**src/rtl/mmd_pkg.sv**
```systemverilog
package mmd_pkg;
  localparam int unsigned DIV_STAGES = 7;
  localparam int unsigned CELL_CW    = 2;
  typedef logic [CELL_CW-1:0] cell_cnt_t;
  localparam cell_cnt_t CNT_HALF = cell_cnt_t'(1);
  localparam cell_cnt_t CNT_EXT  = cell_cnt_t'(2);
endpackage

```
**src/rtl/mmd_cell.sv**
```systemverilog
module mmd_cell
  import mmd_pkg::*;
(
  input  logic clk,
  input  logic rst_n,
  input  logic tick_in,
  input  logic mod_in,
  input  logic prog,
  output logic tick_out,
  output logic mod_out
);
  cell_cnt_t cnt_q, cnt_d;
  logic      stretch;
  logic      at_last;

  always_comb begin
    stretch  = prog & mod_in;
    at_last  = stretch ? (cnt_q == CNT_EXT) : (cnt_q == CNT_HALF);
    tick_out = tick_in & at_last;
    mod_out  = mod_in & at_last;
    cnt_d    = cnt_q;
    if (tick_in) begin
      cnt_d = at_last ? '0 : cnt_q + cell_cnt_t'(1);
    end
  end

  always_ff @(posedge clk or negedge rst_n) begin
    if (!rst_n) cnt_q <= '0;
    else        cnt_q <= cnt_d;
  end

  AST_CNT_LEGAL: assert property (@(posedge clk) disable iff (!rst_n)
    cnt_q != 2'd3);
  AST_STRETCH_GATED: assert property (@(posedge clk) disable iff (!rst_n)
    (cnt_q == CNT_EXT) |-> (prog && mod_in));
endmodule

```
**src/rtl/mmd_serial_loader.sv**
```systemverilog
module mmd_serial_loader #(
  parameter int unsigned W = 7
) (
  input  logic         clk,
  input  logic         rst_n,
  input  logic         ser_clk,
  input  logic         ser_dat,
  output logic [W-1:0] word
);
  logic [2:0]   sclk_q, sclk_d;
  logic [1:0]   sdat_q, sdat_d;
  logic [W-1:0] sh_q, sh_d;
  logic         shift_en;

  always_comb begin
    sclk_d   = {sclk_q[1:0], ser_clk};
    sdat_d   = {sdat_q[0], ser_dat};
    shift_en = sclk_q[1] & ~sclk_q[2];
    sh_d     = sh_q;
    if (shift_en) sh_d = {sh_q[W-2:0], sdat_q[1]};
  end

  always_ff @(posedge clk or negedge rst_n) begin
    if (!rst_n) begin
      sclk_q <= '0;
      sdat_q <= '0;
      sh_q   <= '0;
    end else begin
      sclk_q <= sclk_d;
      sdat_q <= sdat_d;
      sh_q   <= sh_d;
    end
  end

  assign word = sh_q;

  AST_SHIFT_ON_EDGE: assert property (@(posedge clk) disable iff (!rst_n)
    !$stable(sh_q) |-> $past(shift_en));
endmodule

```
**src/rtl/mmd_divider.sv**
```systemverilog
module mmd_divider
  import mmd_pkg::*;
#(
  parameter int unsigned STAGES = DIV_STAGES
) (
  input  logic clk_in,
  input  logic rst_n,
  input  logic ld_clk,
  input  logic ld_data,
  output logic div_pulse
);
  localparam int unsigned RATIO_MIN = 1 << STAGES;
  localparam int unsigned RATIO_MAX = (2 << STAGES) - 1;
  localparam int unsigned PER_W     = STAGES + 1;

  logic [1:0]        rst_ff;
  logic              rst_sync;
  logic [STAGES-1:0] shadow;
  logic [STAGES-1:0] word_q, word_d;
  logic              tick [0:STAGES];
  logic              modc [0:STAGES];

  always_ff @(posedge clk_in or negedge rst_n) begin
    if (!rst_n) rst_ff <= '0;
    else        rst_ff <= {rst_ff[0], 1'b1};
  end
  assign rst_sync = rst_ff[1];

  mmd_serial_loader #(.W(STAGES)) i_loader (
    .clk     (clk_in),
    .rst_n   (rst_sync),
    .ser_clk (ld_clk),
    .ser_dat (ld_data),
    .word    (shadow)
  );

  assign tick[0]      = 1'b1;
  assign modc[STAGES] = 1'b1;

  for (genvar i = 0; i < STAGES; i++) begin : g_cell
    mmd_cell i_cell (
      .clk      (clk_in),
      .rst_n    (rst_sync),
      .tick_in  (tick[i]),
      .mod_in   (modc[i+1]),
      .prog     (word_q[i]),
      .tick_out (tick[i+1]),
      .mod_out  (modc[i])
    );
  end

  assign div_pulse = modc[0];

  always_comb begin
    word_d = word_q;
    if (div_pulse) word_d = shadow;
  end

  always_ff @(posedge clk_in or negedge rst_sync) begin
    if (!rst_sync) word_q <= '0;
    else           word_q <= word_d;
  end

  logic [PER_W-1:0] per_q;
  always_ff @(posedge clk_in or negedge rst_sync) begin
    if (!rst_sync)     per_q <= '0;
    else if (div_pulse) per_q <= '0;
    else               per_q <= per_q + PER_W'(1);
  end

  AST_PERIOD_RANGE: assert property (@(posedge clk_in) disable iff (!rst_sync)
    div_pulse |-> (int'(per_q) >= int'(RATIO_MIN) - 1 && int'(per_q) <= int'(RATIO_MAX) - 1));
  AST_CHAIN_AGREE: assert property (@(posedge clk_in) disable iff (!rst_sync)
    tick[STAGES] == div_pulse);
  AST_PULSE_SINGLE: assert property (@(posedge clk_in) disable iff (!rst_sync)
    div_pulse |=> !div_pulse);
  AST_WORD_AT_PULSE: assert property (@(posedge clk_in) disable iff (!rst_sync)
    !$stable(word_q) |-> $past(div_pulse));
  AST_QUIET_IN_RESET: assert property (@(posedge clk_in)
    !rst_sync |-> !div_pulse);
endmodule

```
**config.mk**
```make
export PLATFORM = sky130hd
export DESIGN_NAME = mmd_divider
export DESIGN_NICKNAME = d
export VERILOG_FILES = /design/src/rtl/mmd_pkg.sv /design/src/rtl/mmd_cell.sv /design/src/rtl/mmd_serial_loader.sv /design/src/rtl/mmd_divider.sv
export SDC_FILE = /design/constraint.sdc
export NUM_CORES = 1
export LEC_CHECK = 0
export BUFFER_PORTS_ARGS = -buffer_cell sky130_fd_sc_hd__buf_2
export CORE_MARGIN = 5
export CORE_UTILIZATION = 50
export DETAILED_ROUTE_END_ITERATION = 16
export HOLD_SLACK_MARGIN = 0.15
export PLACE_DENSITY = 0.74
export SYNTH_ARGS = -nofsm -noshare
export SYNTH_HDL_FRONTEND = slang
export SYNTH_SLANG_ARGS = --single-unit
```
**constraint.sdc**
```tcl
create_clock -name clk_in -period 4.12 [get_ports clk_in]
set_clock_uncertainty 0.15 [all_clocks]
set_input_delay 0.206 -clock clk_in [delete_from_list [all_inputs] [get_ports clk_in]]
set_output_delay 0.206 -clock clk_in [all_outputs]
set_load 0.01 [all_outputs]
```
# Yosys cells after proc, flatten, opt, wreduce, memory -nomap -nowiden
# Cells that the tools add are included.
# Widths: inputs -> output; s select.
# totals
register_bits	35
input_bits	4
wordCells	66
# op_classes
n_addsub	7
n_eq_ne	14
n_mux	14
bitwise	19
# ops
op	n
$and 1x1->1	18
$add 2x1->2 const B	7
$eq 2x1->1 const B	7
$eq 2x2->1 const B	7
$mux 2	7
$mux 1	7
$not 1->1	1

# Depth between registers and ports, before layout
# Gate-level depths: netlist of the first run.
# logic_depth
depth_word	24
depth_mapped	8

# By module
# From an unflattened synthesis of the first run, not the netlist that was laid out.
# unflattened
hier_cells	158
area_unflattened_um2	1739.2
# by_module_without_submodules
module	n_inst	cells_each	area_each_um2
mmd_cell	7	17	137.6
mmd_serial_loader	1	21	430.4
mmd_divider	1	18	345.3

# Worst setup path after synthesis of the first run
# OpenSTA, ideal clock, no wires.
# synth_timing
path_kind	flip-flop to flip-flop
from	register word_q[6]
to	register g_cell[4].i_cell.cnt_q[0]
setup_ns	0.127
arrival_time_ns	2.593
t_required_ns	3.843
setup_slack_ns	1.250
path_stages_with_launch	9
path_cell_list	dfrtp_1 -> or3b_1 -> a222oi_1 -> buf_4 -> nand4_4 -> a222oi_1 -> buf_4 -> nand2_2 -> mux2_1
# synth_between
elab_chain_len	21
# synth_rtl
element	line	source
start, declared	mmd_divider.sv:19	logic [STAGES-1:0] word_q, word_d;
start signal, assigned	mmd_divider.sv:61	else word_q <= word_d;
$mux 1 *	mmd_cell.sv:18	at_last = stretch ? (cnt_q == CNT_EXT) : (cnt_q == CNT_HALF);
$and 1x1->1	mmd_cell.sv:17	stretch = prog & mod_in;
$mux 1	mmd_cell.sv:18	
$and 1x1->1 *	mmd_cell.sv:20	mod_out = mod_in & at_last;
$and 1x1->1	mmd_cell.sv:17	
$mux 1	mmd_cell.sv:18	
$and 1x1->1	mmd_cell.sv:20	
$and 1x1->1	mmd_cell.sv:17	
(+3 left out)	--	
$mux 1	mmd_cell.sv:18	
$and 1x1->1	mmd_cell.sv:20	
$and 1x1->1	mmd_cell.sv:17	
$mux 1	mmd_cell.sv:18	
$and 1x1->1	mmd_cell.sv:20	
$and 1x1->1	mmd_cell.sv:17	
$mux 1	mmd_cell.sv:18	
$and 1x1->1 (3 in series)	mmd_cell.sv:19	tick_out = tick_in & at_last;
end signal, assigned	mmd_cell.sv:29	else cnt_q <= cnt_d;
end, declared	mmd_cell.sv:12	cell_cnt_t cnt_q, cnt_d;
# Mark *: on every way between the ends. The rest lies on a longest branch, timed or not.
# A chain may end at the register's enable or synchronous reset.

# Worst setup path in the final report of the first run
# layout_timing
from	register g_cell[4].i_cell.cnt_q[1]
to	output port div_pulse
# layout_between
elab_chain_len	15
# layout_rtl
element	line	source
$eq 2x1->1 or $eq 2x2->1 (tied branches)	mmd_cell.sv:18	
$mux 1 *	mmd_cell.sv:18	
$and 1x1->1 *	mmd_cell.sv:20	
$and 1x1->1	mmd_cell.sv:17	
$mux 1	mmd_cell.sv:18	
$and 1x1->1 *	mmd_cell.sv:20	
$and 1x1->1	mmd_cell.sv:17	
$mux 1	mmd_cell.sv:18	
$and 1x1->1 *	mmd_cell.sv:20	
$and 1x1->1	mmd_cell.sv:17	
$mux 1	mmd_cell.sv:18	
$and 1x1->1 *	mmd_cell.sv:20	
$and 1x1->1	mmd_cell.sv:17	
$mux 1	mmd_cell.sv:18	
$and 1x1->1 *	mmd_cell.sv:20	
end, declared	mmd_divider.sv:10	output logic div_pulse
# Marked as above.

==> results of run 1 <==
Yosys cell counts, types with 4 or more instances:
library cell               count
sky130_fd_sc_hd__inv_1         8
sky130_fd_sc_hd__nand2_1      10
sky130_fd_sc_hd__nor2_1        5
sky130_fd_sc_hd__mux2_2       14
sky130_fd_sc_hd__nor2b_1       5
sky130_fd_sc_hd__nand3b_1      6
sky130_fd_sc_hd__nand4_1       5
sky130_fd_sc_hd__mux2_1        4
sky130_fd_sc_hd__a21oi_1       7
sky130_fd_sc_hd__dfrtp_1      35
stage by stage:
stage / power (uW) / area (sq um) / worst slack [ps]
global route: 727 / 1930 / 386
CTS: 697 / 1930 / 696
floorplan: 421 / 1710 / 1250
detailed placement: 436 / 1800 / 1070
global placement: 433 / 1800 / 1170
finish: 687 / 1930 / 667
area by class of cell:
| type | count | share of cell area |
|---|---|---|
| inverter | 8 | 0.0156 |
| timing repair buffer | 12 | 0.0480 |
| multi-input combinational | 104 | 0.409 |
| tap | 46 | 0.0298 |
| clock buffer | 5 | 0.0195 |
| sequential | 35 | 0.454 |
| clock inverter | 3 | 0.0240 |
routing by layer:
layer / vias up / GRT usage / part of all wire
li1: 599 / - / -
met1: 592 / 0.193 / 0.44
met4: 0 / 0.0968 / 0.029
met5: - / 0 / 0
met2: 23 / 0.281 / 0.49
met3: 9 / 0.0551 / 0.034
power by group through the flow:
stage,Combinational [uW],Clock [uW],Sequential [uW]
final,39.6,256,392
after global routing,44.7,286,397
after CTS,40.6,264,392
after detailed placement,37.3,0,398
after global placement,35.2,0,398
after floorplan,25.7,0,395
registers in the layout, summed over array words and instances (netlist names):
signal / flops
g_cell.i_cell.cnt_q: 14
i_loader.word: 7
word_q: 7
i_loader.sclk_q: 3
i_loader.sdat_q: 2
rst_ff: 2
cells in the final DEF, fill, tap and decap left out, drive strengths merged, types with 2 or more instances in the layout:
cell         instances
buf                  7
mux2                18
a22oi                2
a222oi               2
o2bb2ai              3
or3b                 5
a221oi               4
dlygate4sd3          5
nor2b                5
clkbuf               5
nand3b               6
o211ai               2
dfrtp               35
o21ai                3
nor2                 5
nand2b               3
a21oi                7
inv                  9
nand2               11
a21o                 2
mux2i                2
nand4                6
nand3                4
worst max-delay path: cells and delay by family (launching register included):
family / cells / cell delay (ps)
DFF: 1 / 440
buffers and inverters: 3 / 490
and+or+nand+nor: 3 / 950
AOI/OAI and AO/OA: 2 / 870
final timing paths:
check,start,endpoint,slack (ps),cells after the start
min reg2reg,i_loader.sdat_q[0]$_DFF_PN0_,i_loader.sdat_q[1]$_DFF_PN0_,200,0
min in group asynchronous,rst_n,rst_ff[1]$_DFF_PN0_,600,3
max in group asynchronous,rst_ff[1]$_DFF_PN0_,g_cell[4].i_cell.cnt_q[0]$_DFFE_PN0P_,2860,2
max reg2reg,g_cell[4].i_cell.cnt_q[1]$_DFFE_PN0P_,word_q[2]$_DFFE_PN0P_,1000,7
min,i_loader.sdat_q[0]$_DFF_PN0_,i_loader.sdat_q[1]$_DFF_PN0_,200,0
max,g_cell[4].i_cell.cnt_q[1]$_DFFE_PN0P_,div_pulse,670,8
cells by family after synthesis:
logic type | Yosys count | synth area share
other | 1 | 0.00219
flip-flops | 35 | 0.511
AO/OA/AOI/OAI | 35 | 0.155
AND/OR/NAND/NOR | 48 | 0.173
buffers and inverters | 11 | 0.0285
multiplexers | 20 | 0.130
==> results.yml, run 1 <==
worst_hold_path:
  holdCritPathClass: "flip-flop to flip-flop"
synthesis:
  post_synth.cell_area_avg_sq_um: 11.4
  ys.flop_type: "sky130_fd_sc_hd__dfrtp_1"
  syn_inst: 150
  top_cells_by_area_synth: "sky130_fd_sc_hd__dfrtp_1, sky130_fd_sc_hd__mux2_2, sky130_fd_sc_hd__mux2_1, sky130_fd_sc_hd__nand3b_1, sky130_fd_sc_hd__nand2_1"
  synth_seq_cells: 35
  post_synth_num_cell_types: 42
  fraction_of_the_yosys_area_taken_by_sequential_cells: 0.511
  yosysTopAreaCellShare: 0.511
  synthesis.nets: 154
  synth_warn: 0
  syn_area_sq_um: 1710
  number_of_enable_type_register_cells_in_the_synthesized_netlist: 0
  synthArstFlopShare: 1.00
  post-synth-top-area-cell: "sky130_fd_sc_hd__dfrtp_1"
power:
  power_density_nw_per_um2: 356
  pwr-share-comb: 0.058
  power_frac_seq: 0.570
  power.internal_uw: 527
  power.switching_fraction: 0.233
  power.share.clock: 0.372
  ir_drop_uv: 283
  net-switching-power_uw: 160
  leakage_uw: 0.000782
cts:
  cts_buffers: 5
  cts.htree.levels: 2
  insertion_delay_ps: 360
  cts_sinks: 35
  cts_stage_hold_buffer_count: 5
  postCtsResizedCells: 0
  clock_pin_transition_on_the_worst_setup_and_hold_timing_paths_ps: 120
  cts_root_buffer: "sky130_fd_sc_hd__clkbuf_4"
  tritoncts: "yes"
  clk_path_buf_depth: 2
  postCtsSetupBuffers: 0
layout:
  layout.area.seq_sq_um: 876
  final_layout_fill_cell_count: 287
  finish.net_count: 170
  drive_gt1_frac: 0.222
  finish.utilization: 0.578
  area_taken_by_multi_input_logic_gates_sq_um: 790
  fin_cells: 213
  area_delta_synth_final_pct: 12.6
  n_antenna_cell: 0
global_routing:
  grt_overflow: 0
  wire_length_of_the_first_global_routing_pass_mm: 5.72
  grt_use_total: 0.171
  antenna_found_initial: 0
  maximum_number_of_pins_on_one_net_before_global_route_repair: 34
  first_global_vias: 1276
sta:
  final-max-slew-violation-count: 0
  worst_slew_margin_rel: 0.593
  final_min_period_over_clock_period: 0.838
  worst_hold_slack_ps: 201
  timing.fmax_ghz: 0.290
  setup_tns_ps: 0
  finalSetupViolCount: 0
  hold_violations: 0
  rsz_0062_raised_after_global_routing: "false"
  max_slew.worst_pin.slew_ps: 611
  final.min_clock_period_ps: 3450
place:
  dp_hpwl_mm: 2.18
  gpl.final_weighted_congestion: 0.805
  place_inst: 200
  io_buffer_count: 4
setup_path:
  worst_path_max_delay_cell: "sky130_fd_sc_hd__a221oi_1"
  worstSetupPathType: "flip-flop to output pin"
  startpoint_type: "flip-flop"
  crit_fanout: 12
  critical_path.endpoint_type: "output pin"
  critical_path_arrival_ps: 3100
  cp_cell_sequence: "or3b_2 > a221oi_1 > nand3_1 > a222oi_1 > buf_4 > nand3_2 > inv_1 > buf_2"
  critical_path.max_stage_delay_ps: 580
  cp_data_required_time_ps: 3760
drt:
  routed_wirelength_mm: 3.14
  antenna_violating_nets_post_route: 0
  drt-initial-drc-count: 102
  routed_wire_length_per_instance_um: 14.7
  detail_route.vias_per_cell: 5.74
  dr_total_vias: 1223
  drt-pass1-iter-count: 4
  drc: 0
floorplan:
  die_h_um: 68.6
  io_pins: 5
  die_w_um: 68.6
  placeableCoreArea_sq_um: 3340
  start_util: 0.514
  fp.dieArea_sq_um: 4700
  number_of_placement_rows: 21
run_status:
  status: "finished, final reports clean"
flow_run:
  max-cap-violations: 0
No activity file was read; power rests on OpenSTA's default activity.
==> run 2: changes to the inputs <==
clock period = 3.3 ns   (was 4.12 ns; I/O delays follow)
==> run 2 against run 1 <==
Compared with the run above:
- total power up 26%
- die area stayed put
- final area rose by 2.1%
- worst hold slack got worse by 24 ps
- core utilization up 1.2 points
- non-clock buffer count rose by 3
- global-route usage increased by 0.39 points
- flip-flop and latch count stayed put
- combinational power up 16%
- highest routed layer unchanged
==> results.yml, run 2 (synthesized netlist as in run 1, its figures left out) <==
run_status:
  status: "finished, final reports clean"
cts:
  insertion_delay_ps: 350
  cts.htree.levels: 2
  clock_pin_transition_on_the_worst_setup_and_hold_timing_paths_ps: 120
  cts_buffers: 5
  clk_path_buf_depth: 2
  tritoncts: "yes"
  cts_sinks: 35
  cts_root_buffer: "sky130_fd_sc_hd__clkbuf_4"
setup_path:
  reg2reg_setup_slack_ps: 210
  cp_cell_sequence: "or3b_1 > a222oi_1 > buf_4 > nand4_4 > a222oi_1 > nand3_2 > inv_1 > buf_2"
  cp_data_required_time_ps: 2980
  critical_path_arrival_ps: 2850
  startpoint_type: "flip-flop"
  worst_path_dominant_cell_family: "compound AO/OA/AOI/OAI gates"
  worstSetupPathType: "flip-flop to output pin"
  cp_num_buf_inv: 3
  critical_path_cell_count: 8
  worst_r2r_path_depth: 8
  critical_path.max_stage_delay_ps: 450
  crit_fanout: 6
  critPathMostFrequentCell: "sky130_fd_sc_hd__a222oi_1"
  worst_path_max_delay_cell: "sky130_fd_sc_hd__dfrtp_1"
  critical_path.endpoint_type: "output pin"
global_routing:
  antenna_found_initial: 0
  grt_use_total: 0.174
  maximum_number_of_pins_on_one_net_before_global_route_repair: 21
  wire_length_of_the_first_global_routing_pass_mm: 5.96
  first_global_vias: 1307
  grt_overflow: 0
sta:
  finalSetupViolCount: 0
  timing.fmax_ghz: 0.316
  worst_slew_margin_rel: 0.474
  hold_violations: 0
  worst_hold_slack_ps: 177
  final_min_period_over_clock_period: 0.958
  final.min_clock_period_ps: 3160
  max_slew.worst_pin.slew_ps: 789
  final-max-slew-violation-count: 0
place:
  gpl.final_weighted_congestion: 0.797
  io_buffer_count: 4
  dp_hpwl_mm: 2.38
  postPlaceCellArea_sq_um: 1800
layout:
  final_layout_fill_cell_count: 276
  drive_gt1_frac: 0.247
  design_area_sq_um: 1970
  most_used_cells_in_the_layout_excluding_fill_and_tap_cells: "sky130_fd_sc_hd__dfrtp_1, sky130_fd_sc_hd__mux2_2, sky130_fd_sc_hd__nand2_1"
  commonest_non_fill_non_tap_cell_in_the_layout: "sky130_fd_sc_hd__dfrtp_1"
  finish.net_count: 173
  area_delta_synth_final_pct: 14.9
  n_antenna_cell: 0
  max_ffs_per_register: 14
  largest-register: "g_cell.i_cell.cnt_q"
worst_hold_path:
  holdCritPathClass: "flip-flop to async pin"
drt:
  met2WireLength_mm: 1.79
  detail_route.vias_per_cell: 5.87
  drt-pass1-iter-count: 6
  drt-initial-drc-count: 86
  drc: 0
  top_signal_layer_used: "met4"
  routed_wire_length_per_instance_um: 16.1
  drt-met1-wl_mm: 1.44
  antenna_violating_nets_post_route: 0
  route.met3.wl_um: 147
  routed_wirelength_mm: 3.49
  dr_total_vias: 1267
floorplan:
  number_of_placement_rows: 21
  die_w_um: 68.6
  io_pins: 5
  placeableCoreArea_sq_um: 3340
  die_h_um: 68.6
  fp.dieArea_sq_um: 4700
  start_util: 0.514
flow_run:
  max-cap-violations: 0
power:
  power_frac_seq: 0.572
  power.switching_fraction: 0.236
  power.internal_uw: 659
  leakage_uw: 0.000805
  power.share.clock: 0.375
  net-switching-power_uw: 204
  power_density_nw_per_um2: 438
  pwr-share-comb: 0.053
  ir_drop_uv: 421
[run 2: cell types whose count changed in the layout (fill, tap and decap cells not counted)]
cell and change:
sky130_fd_sc_hd__buf_4 +3, sky130_fd_sc_hd__a221oi_1 -1, sky130_fd_sc_hd__a221oi_2 +1, sky130_fd_sc_hd__buf_12 +1, sky130_fd_sc_hd__clkinv_4 +1, sky130_fd_sc_hd__clkinvlp_4 -1
sky130_fd_sc_hd__dlygate4sd3_1 -1
[run 2: path summary, 6_finish.rpt]
path,end,from
min reg2reg,g_cell[6].i_cell.cnt_q[0]$_DFFE_PN0P_,rst_ff[1]$_DFF_PN0_
min,g_cell[6].i_cell.cnt_q[0]$_DFFE_PN0P_,rst_ff[1]$_DFF_PN0_
min in group clk_in,rst_ff[1]$_DFF_PN0_,rst_ff[0]$_DFF_PN0_
max,div_pulse,word_q[6]$_DFFE_PN0P_
max reg2reg,word_q[0]$_DFFE_PN0P_,word_q[6]$_DFFE_PN0P_
max in group asynchronous,g_cell[2].i_cell.cnt_q[1]$_DFFE_PN0N_,rst_ff[1]$_DFF_PN0_
[run 2: power groups by stage]
stage	sequential, uW	combinational (uW)	clock [uW]
floorplan	493	32.1	0
finish	494	45.8	324
detailed placement	503	43.1	0
global route	498	50.9	354
global placement	499	39.4	0
CTS	494	46.7	331
[run 2: layout make-up]
cell class | count | area [sq um] | area share
Sequential cell | 35 | 876 | 0.445
Timing Repair Buffer | 15 | 125 | 0.0635
Clock buffer | 5 | 37.5 | 0.0191
Tap cell | 46 | 57.6 | 0.0292
Clock inverter | 3 | 47.5 | 0.0241
Multi-Input combinational cell | 104 | 796 | 0.404
Inverter | 8 | 30.0 | 0.0152
[run 2: what timing repair did]
action	4_1_cts	5_1_grt
pin swaps	1	1
hold buffers	4	0
endpoints found under the hold margin	4	0
setup endpoints to repair	1	1
setup buffers	1	3
cloned	0	0
gates resized for setup	0	1
[run 2: stage by stage]
stage	TNS (ps)	util	cells	worst slack, ps	power [uW]
6_report	0	0.590	216	137	863
5_1_grt	-19.4	0.590	216	-19.4	904
4_1_cts	0	0.578	213	122	871
3_5_place_dp	0	0.538	200	296	546
3_3_place_gp	0	0.538	200	361	539
2_1_floorplan	0	-	150	430	525
[run 2: per-layer routing]
layer  global-route usage  up-vias
met4               0.0993        0
li1                     -      598
met1                0.201      631
met3               0.0486       11
met5                    0        -
met2                0.290       27
==> run 3: changes to the inputs <==
MAX_ROUTING_LAYER = met4   (was not set)
==> run 3 against run 2 <==
Compared with the run above:
- setup slack better by 18 ps
- clock-buffer cell count unchanged
- sequential power about the same
- critical path depth stayed put
- flip-flop and latch count unchanged
- first-iteration DRC count up 13%
- clock power is essentially flat
- largest power group unchanged
- routed wire length fell by 0.11%
- combinational power barely moved
==> results.yml, run 3 (synthesized netlist as in run 1, its figures left out) <==
floorplan:
  die_w_um: 68.6
  io_pins: 5
  number_of_placement_rows: 21
  placeableCoreArea_sq_um: 3340
  die_h_um: 68.6
  start_util: 0.514
  fp.dieArea_sq_um: 4700
sta:
  hold_violations: 0
  final_min_period_over_clock_period: 0.953
  final-max-slew-violation-count: 0
  worst_slew_margin_rel: 0.476
  worst_hold_slack_ps: 176
  finalSetupViolCount: 0
  max_slew.worst_pin.slew_ps: 786
  setup_tns_ps: 0
  post-route-worst-setup-slack_ps: 155
  final.min_clock_period_ps: 3150
  timing.fmax_ghz: 0.318
global_routing:
  busiest_layer: "met2"
  first_global_vias: 1306
  grtUsageMet2: 0.290
  antenna_found_initial: 0
  grt_overflow: 0
  maximum_number_of_pins_on_one_net_before_global_route_repair: 21
  met3_usage: 0.0486
  grt_use_total: 0.179
  wire_length_of_the_first_global_routing_pass_mm: 5.96
  groute.layer.met1.usage: 0.201
drt:
  drt-initial-drc-count: 97
  dr_total_vias: 1265
  detail_route.vias_per_cell: 5.86
  antenna_violating_nets_post_route: 0
  drc: 0
  drt-pass1-iter-count: 6
  routed_wirelength_mm: 3.48
  routed_wire_length_per_instance_um: 16.1
cts:
  cts.htree.levels: 2
  clk_path_buf_depth: 2
  insertion_delay_ps: 350
  cts_root_buffer: "sky130_fd_sc_hd__clkbuf_4"
  clock_pin_transition_on_the_worst_setup_and_hold_timing_paths_ps: 120
  cts_buffers: 5
  tritoncts: "yes"
  cts_sinks: 35
run_status:
  status: "finished, final reports clean"
layout:
  most_used_cells_in_the_layout_excluding_fill_and_tap_cells: "sky130_fd_sc_hd__dfrtp_1, sky130_fd_sc_hd__mux2_2, sky130_fd_sc_hd__nand2_1"
  drive_gt1_frac: 0.247
  finish.utilization: 0.590
  commonest_non_fill_non_tap_cell_in_the_layout: "sky130_fd_sc_hd__dfrtp_1"
  area_delta_synth_final_pct: 14.9
  n_antenna_cell: 0
  final_layout_fill_cell_count: 276
  largest-register: "g_cell.i_cell.cnt_q"
  finish.net_count: 173
  max_ffs_per_register: 14
setup_path:
  worst_path_max_delay_cell: "sky130_fd_sc_hd__dfrtp_1"
  critical_path_cell_count: 8
  critical_path.max_stage_delay_ps: 450
  startpoint_type: "flip-flop"
  worst_r2r_path_depth: 8
  critPathMostFrequentCell: "sky130_fd_sc_hd__a222oi_1"
  critical_path.endpoint_type: "output pin"
  worstSetupPathType: "flip-flop to output pin"
  worst_path_dominant_cell_family: "compound AO/OA/AOI/OAI gates"
  critical_path_arrival_ps: 2830
  crit_fanout: 6
  cp_num_buf_inv: 3
  cp_data_required_time_ps: 2980
  cp_cell_sequence: "or3b_1 > a222oi_1 > buf_4 > nand4_4 > a222oi_1 > nand3_2 > inv_1 > buf_2"
power:
  total_power_uw: 864
  power.internal_uw: 659
  power.switching_fraction: 0.238
  power_density_nw_per_um2: 439
  pwr-share-comb: 0.053
  power_frac_seq: 0.571
  net-switching-power_uw: 205
  leakage_uw: 0.000805
  power.share.clock: 0.376
  ir_drop_uv: 421
worst_hold_path:
  holdCritPathClass: "flip-flop to async pin"
place:
  gpl.final_weighted_congestion: 0.808
  io_buffer_count: 4
  pre_cts_slack_ps: 296
  dp_hpwl_mm: 2.38
flow_run:
  max-cap-violations: 0
==> run 3: cell counts in the layout (fill, tap and decap cells not counted) <==
Identical to the previous run, type by type.
==> run 3: final timing paths <==
check | to | startpoint | slack [ps]
worst min register to register | g_cell[6].i_cell.cnt_q[0]$_DFFE_PN0P_ | rst_ff[1]$_DFF_PN0_ | 180
worst max-delay path | div_pulse | word_q[6]$_DFFE_PN0P_ | 150
min in group clk_in | rst_ff[1]$_DFF_PN0_ | rst_ff[0]$_DFF_PN0_ | 220
worst max register to register | word_q[0]$_DFFE_PN0P_ | word_q[6]$_DFFE_PN0P_ | 230
worst min-delay path | g_cell[6].i_cell.cnt_q[0]$_DFFE_PN0P_ | rst_ff[1]$_DFF_PN0_ | 180
max in group asynchronous | g_cell[2].i_cell.cnt_q[1]$_DFFE_PN0N_ | rst_ff[1]$_DFF_PN0_ | 2120
==> run 3: worst reg2reg max path, cell delays in order (launching register included) <==
cell and delay (ps):
sky130_fd_sc_hd__dfrtp_1 450, sky130_fd_sc_hd__or3b_1 450, sky130_fd_sc_hd__a222oi_1 410, sky130_fd_sc_hd__buf_4 240, sky130_fd_sc_hd__nand4_4 130, sky130_fd_sc_hd__a222oi_1 450, sky130_fd_sc_hd__nand3_2 150, sky130_fd_sc_hd__buf_4 200
sky130_fd_sc_hd__mux2_1 320
==> run 3: what timing repair did <==
action,in CTS,in global routing
gates resized for setup,0,1
pin swaps,1,1
hold buffers,4,0
buffers inserted,1,3
hold endpoints to repair,4,0
setup endpoints to repair,1,1
==> run 3: stage by stage <==
| step | area, sq um | std cells |
|---|---|---|
| 2_1_floorplan | 1710 | 150 |
| 3_5_place_dp | 1800 | 200 |
| 4_1_cts | 1930 | 213 |
| 5_1_grt | 1970 | 216 |
| 6_report | 1970 | 216 |
| 3_3_place_gp | 1800 | 200 |
==> run 3: power groups by stage <==
stage                     clock [uW]  sequential [uW]  combinational (uW)
after global placement             0              499                39.4
after global routing             354              498                50.9
final                            325              493                45.8
after detailed placement           0              503                43.1
after CTS                        331              494                46.7
after floorplan                    0              493                32.1
==> run 3: layout make-up <==
class / count / area (sq um) / area share
Multi-Input combinational cell: 104 / 796 / 0.404
Clock buffer: 5 / 37.5 / 0.0191
Inverter: 8 / 30.0 / 0.0152
Tap cell: 46 / 57.6 / 0.0292
Sequential cell: 35 / 876 / 0.445
Timing Repair Buffer: 15 / 125 / 0.0635
Clock inverter: 3 / 47.5 / 0.0241
==> run 3: metal layers <==
layer | part of all wire | vias to the layer above | wire, um
li1 | - | 599 | -
met1 | 0.42 | 634 | 1470
met2 | 0.51 | 21 | 1790
met3 | 0.032 | 11 | 110
met4 | 0.033 | 0 | 114
met5 | 0 | - | 0
